`src/rtl/spi_regwr_pkg.sv`:
```
`timescale 1ns/1ps
package spi_regwr_pkg;
    localparam int unsigned DATA_W = 8;
    localparam int unsigned ADDR_W = 4;
    localparam int unsigned NREG   = 1 << ADDR_W;
    localparam int unsigned CNT_W  = $clog2(DATA_W);

    typedef enum logic {
        FR_SUBADDR,
        FR_PAYLOAD
    } frame_st_e;

    typedef struct packed {
        logic              stb;
        logic [ADDR_W-1:0] idx;
        logic [DATA_W-1:0] data;
    } reg_wr_t;

    function automatic logic [ADDR_W-1:0] idx_step(input logic [ADDR_W-1:0] cur);
        return cur + ADDR_W'(1);
    endfunction
endpackage

```
`src/rtl/spi_line_sync.sv`:
```
`timescale 1ns/1ps
module spi_line_sync #(
    parameter int unsigned    W       = 3,
    parameter int unsigned    STAGES  = 2,
    parameter logic [W-1:0]   RST_VAL = '0
) (
    input  logic         clk,
    input  logic         rst,
    input  logic [W-1:0] d,
    output logic [W-1:0] q
);
    for (genvar g = 0; g < W; g++) begin : g_line
        logic [STAGES-1:0] chain;
        always_ff @(posedge clk) begin
            if (rst) chain <= {STAGES{RST_VAL[g]}};
            else     chain <= {chain[STAGES-2:0], d[g]};
        end
        assign q[g] = chain[STAGES-1];
    end
endmodule

```
`src/rtl/spi_frame_rx.sv`:
```
`timescale 1ns/1ps
module spi_frame_rx
    import spi_regwr_pkg::*;
(
    input  logic    clk,
    input  logic    rst,
    input  logic    sel_s,
    input  logic    sck_s,
    input  logic    sdi_s,
    output reg_wr_t wr
);
    logic              sck_q;
    logic [CNT_W-1:0]  bit_cnt;
    logic [DATA_W-2:0] shreg;
    logic [ADDR_W-1:0] idx;
    frame_st_e         state;
    logic              rise;
    logic [DATA_W-1:0] rx_byte;

    // rising serial clock, only inside a selected frame
    assign rise    = sck_s & ~sck_q & ~sel_s;
    assign rx_byte = {shreg, sdi_s};

    always_ff @(posedge clk) begin
        if (rst) begin
            sck_q   <= 1'b0;
            bit_cnt <= '0;
            shreg   <= '0;
            idx     <= '0;
            state   <= FR_SUBADDR;
            wr      <= '0;
        end else begin
            sck_q  <= sck_s;
            wr.stb <= 1'b0;
            if (sel_s) begin
                // deselected: drop any partial byte, rearm for a subaddress
                bit_cnt <= '0;
                state   <= FR_SUBADDR;
            end else if (rise) begin
                shreg <= rx_byte[DATA_W-2:0];
                if (bit_cnt == CNT_W'(DATA_W-1)) begin
                    bit_cnt <= '0;
                    if (state == FR_SUBADDR) begin
                        idx   <= rx_byte[ADDR_W-1:0];
                        state <= FR_PAYLOAD;
                    end else begin
                        wr.stb  <= 1'b1;
                        wr.idx  <= idx;
                        wr.data <= rx_byte;
                        idx     <= idx_step(idx);
                    end
                end else begin
                    bit_cnt <= bit_cnt + CNT_W'(1);
                end
            end
        end
    end
endmodule

```
`src/rtl/spi_reg_bank.sv`:
```
`timescale 1ns/1ps
module spi_reg_bank
    import spi_regwr_pkg::*;
(
    input  logic                   clk,
    input  logic                   rst,
    input  reg_wr_t                wr,
    output logic [NREG*DATA_W-1:0] regs_flat
);
    for (genvar g = 0; g < NREG; g++) begin : g_reg
        logic [DATA_W-1:0] val;
        always_ff @(posedge clk) begin
            if (rst)                                     val <= '0;
            else if (wr.stb && wr.idx == ADDR_W'(g))     val <= wr.data;
        end
        assign regs_flat[g*DATA_W +: DATA_W] = val;
    end
endmodule

```
`src/rtl/spi_regwr_slave.sv`:
```
`timescale 1ns/1ps
module spi_regwr_slave
    import spi_regwr_pkg::*;
#(
    parameter int unsigned SYNC_STAGES = 2
) (
    input  logic                   clk,
    input  logic                   rst,
    input  logic                   sel_n,
    input  logic                   sck,
    input  logic                   sdi,
    output logic [NREG*DATA_W-1:0] regs_o,
    output logic                   wr_stb,
    output logic [ADDR_W-1:0]      wr_idx,
    output logic [DATA_W-1:0]      wr_data
);
    logic [2:0] lines_s;
    reg_wr_t    wr;

    spi_line_sync #(
        .W       (3),
        .STAGES  (SYNC_STAGES),
        .RST_VAL (3'b001)
    ) u_sync (
        .clk (clk),
        .rst (rst),
        .d   ({sdi, sck, sel_n}),
        .q   (lines_s)
    );

    spi_frame_rx u_rx (
        .clk   (clk),
        .rst   (rst),
        .sel_s (lines_s[0]),
        .sck_s (lines_s[1]),
        .sdi_s (lines_s[2]),
        .wr    (wr)
    );

    spi_reg_bank u_bank (
        .clk       (clk),
        .rst       (rst),
        .wr        (wr),
        .regs_flat (regs_o)
    );

    assign wr_stb  = wr.stb;
    assign wr_idx  = wr.idx;
    assign wr_data = wr.data;
endmodule

```
`config.mk`:
```
export PLATFORM = sky130hd
export DESIGN_NAME = spi_regwr_slave
export DESIGN_NICKNAME = d
export VERILOG_FILES = /design/src/rtl/spi_regwr_pkg.sv /design/src/rtl/spi_line_sync.sv /design/src/rtl/spi_frame_rx.sv /design/src/rtl/spi_reg_bank.sv /design/src/rtl/spi_regwr_slave.sv
export SDC_FILE = /design/constraint.sdc
export NUM_CORES = 1
export LEC_CHECK = 0
export BUFFER_PORTS_ARGS = -buffer_cell sky130_fd_sc_hd__buf_2
export CAP_MARGIN = 20
export CORE_MARGIN = 2
export CORE_UTILIZATION = 50
export DETAILED_ROUTE_END_ITERATION = 8
export PLACE_DENSITY = 0.73
export SLEW_MARGIN = 20
export SYNTH_ARGS = -nofsm -noshare
export SYNTH_HDL_FRONTEND = slang
export SYNTH_SLANG_ARGS = --single-unit
```
`constraint.sdc`:
```
create_clock -name clk -period 1.53 [get_ports clk]
set_input_delay 0.306 -clock clk [delete_from_list [all_inputs] [get_ports clk]]
set_output_delay 0.306 -clock clk [all_outputs]
set_load 0.05 [all_outputs]
```
==> results.md <==
- Gpl congestion: 0.820
- Reg2reg start: u_rx.bit_cnt[0]$_SDFFE_PP0N_
- Ys async rst share: 0%
- Max_cap viols: 0
- YS warnings: 0
- Post-synthesis mux area share: 0.313%
- Drt via density: 5.87
- Sequential-to-total area share from yosys stat: 51.0%
- Routed wire length: 18,800 µm
- Clock Latency Late Sink: 430 ps
- DR WL/cell: 17.8 µm
- CP max stage cell: dfxtp_2
- Hold depth: 2
- Diodes inserted: 0
- DRT antenna net count: 0
- Crit share post-route: 96.9%
- Initial DRC count: 774
- Compound-Gate Fraction of Synth Area: 23.5%
- Final Util: 63.0%
- Simple-gate share of the synthesized area: 16.6%
- Combinational Power Share: 1.2%
- Pins over their slew limit: 0
- Largest net degree at the start of global routing: 56
- CP Class: reg -> out
- Largest stage delay, worst path: 430 ps
- Core footprint: 12,600 µm²
- Setup Skew: 7.25 ps
- Clock transition at path regs: 60 ps
- GRT Util Overall: 27.1%
- Sw frac: 19.7%
- Critical Path Source: u_rx.wr[10]$_SDFFE_PP0P_
- Part of the power in registers: 48.3%
- Htree depth: 4
- Vias in the first global route: 5,587
- Final nets: 880
- Largest delay share family, worst path: flip-flops
- IO Count: 146
- Crit path required time: 1220 ps
- Post-CTS Setup Inserts: 0
- Die area: 13,700 µm²
- First-pass GRT wire length: 28,700 µm
- Layout area overhead: 23.8%
- FF+latch count, synth: 163
- First-pass DRT Iterations: 5
- Worst-case reg-to-reg path depth: 5
- Type of the most critical hold path: in -> reg
- Worst Path Arrival: 1180 ps
- Avg Cell Area, Syn: 8.37 µm²
- Leak pwr: 3.11 nW
- Setup violations, final: 0
- Root Driver: clkbuf_16
- Synth top area cells: dfxtp_1 (51%), a21oi_1 (12%), nand3_1 (11%)
- Clock power frac: 50.5%
- Type of destination of the critical path: output port
- Placement Cell Area: 7280 µm²
- CP Max Fanout: 10
- EDFF count, synth: 0
- Commonest non-fill, non-tap cell in the layout: dfxtp_1
- Most used DFF post-synth: dfxtp_1
- Initial Util: 50.9%
- Chip height: 117 µm
- Layout cells sized above 1: 26.4%
- Commonest non-fill, non-tap cells in the layout: dfxtp_1 (157), a21oi_1 (150), buf_2 (143), nand3_1 (142), o21ai_0 (89)
- CP bufs+invs: 1
- Internal Power: 0.00707 W
- Net Count, Synth: 773
- Rel. slew slack: 63.0%
- Clk sink count: 163
- Bufs on Longest Clock Path: 2
- Initial antenna violation count: 0
- Outcome: complete, no violations
- Hold Crit Start: sel_n
- Critical path depth: 1
- Crit path cell chain: buf_2
- Rows: 41
- Peak VDD IR: 0.000842 V
- Critical path launch point type: flop
- Design area: 7920 µm²
- DRC violations left: 0
- CTS buffer count: 17
- # port buffers: 145
- Unique masters post-synth: 37
- Post-Synth Adder-Cell Area: 0.783%
- XOR/XNOR share of the synthesized area: 0.137%
- Final hold violations: 0
- Post-Syn Instances: 764
- CTS tree: done
- Fmax: 674 MHz
- Crit path time final: 1480 ps
- Post-DP HPWL: 11,700 µm
- Mapped cell area: 6390 µm²
- Worst-Margin Slew: 555 ps
- Sw Pwr: 0.00173 W
- DIE WIDTH: 117 µm
- Total grt overflow: 0
- Yosys top cell area share: 51.0%
- Largest family of logic cells by synthesized area: compound AO/OA/AOI/OAI gates
- RSZ-0062 raised after global routing: false
- Vias: 6,188
- Cell taking the most area after synthesis: dfxtp_1
- PwrDens: 1110 nW/µm²
metrics by stage:
step	worst slack, ps	hold slack, ps	TNS (ps)	std cells	total power, W
2_1_floorplan	99.0	389	0	764	0.00442
3_3_place_gp	141	391	0	1024	0.00445
3_5_place_dp	-3.11	397	-3.11	1024	0.00445
4_1_cts	14.7	54.4	0	1055	0.00881
5_1_grt	2.61	56.2	0	1055	0.00902
6_report	47.1	60.2	0	1055	0.00880
layout make-up:
type / instances / area (µm²)
fill: 1099 / 4650
sequential: 163 / 3270
multi-input combinational: 504 / 2670
timing repair buffer: 184 / 1140
clock buffer: 20 / 457
tap: 172 / 215
clock inverter: 11 / 159
inverter: 1 / 3.75
sequential cells by signal, indices dropped and copies added (netlist names):
register and cells:
u_rx.idx 4, u_rx.shreg 7, u_bank.g.val 128, u_rx.state 1
u_sync.g_line.chain 6, u_rx.wr 13, u_rx.bit_cnt 3, u_rx.sck_q 1
Yosys cell counts, types with 2 or more instances:
cell type,count
a211oi_1,2
a21oi_1,150
a31oi_1,2
and2_1,2
and3_1,2
and3b_1,3
buf_2,30
buf_4,11
buf_6,5
clkbuf_1,43
clkbuf_2,6
dfxtp_1,163
ha_1,4
mux2i_1,2
nand2_1,18
nand2b_1,4
nand3_1,142
nand3b_1,3
nor2_1,5
nor2b_1,8
nor3_1,2
nor3b_2,2
o21ai_0,89
o21ai_1,51
or2_2,3
what timing repair did:
action,in CTS,in global routing
resized for setup,2,4
pin swaps,1,1
hold buffers,0,0
setup endpoints to repair,3,7
power by group through the flow:
stage / logic [W] / registers [W] / clock network (W)
2_1_floorplan: 0.0000698 / 0.00435 / 0
3_3_place_gp: 0.0000992 / 0.00435 / 0
3_5_place_dp: 0.000101 / 0.00435 / 0
4_1_cts: 0.000102 / 0.00426 / 0.00446
5_1_grt: 0.000111 / 0.00425 / 0.00466
6_report: 0.000104 / 0.00426 / 0.00444
kinds of logic after synthesis:
family	after synthesis
AO/OA/AOI/OAI	297
AND/OR/NAND/NOR	200
flip-flops	163
buffers and inverters	97
adder cells (fa/ha/maj)	4
multiplexers	2
XOR/XNOR	1
final timing paths:
path         slack, ps                                   end
max                 50                             wr_idx[2]
min                 60  u_sync.g_line[0].chain[0]$_SDFF_PP1_
max reg2reg         60              u_rx.idx[2]$_SDFFE_PP0P_
min reg2reg        410  u_sync.g_line[0].chain[1]$_SDFF_PP1_
per-layer routing:
metal	part of all wire (%)	GRT usage, %	wire [µm]	vias up
met4	2.0	9.73	378	0
met3	7.8	8.29	1460	33
met1	42	35.3	7870	2952
met2	48	42.9	9030	277
li1	-	-	-	2926
met5	0	0	0	-
(Power assumes the default switching activity.)
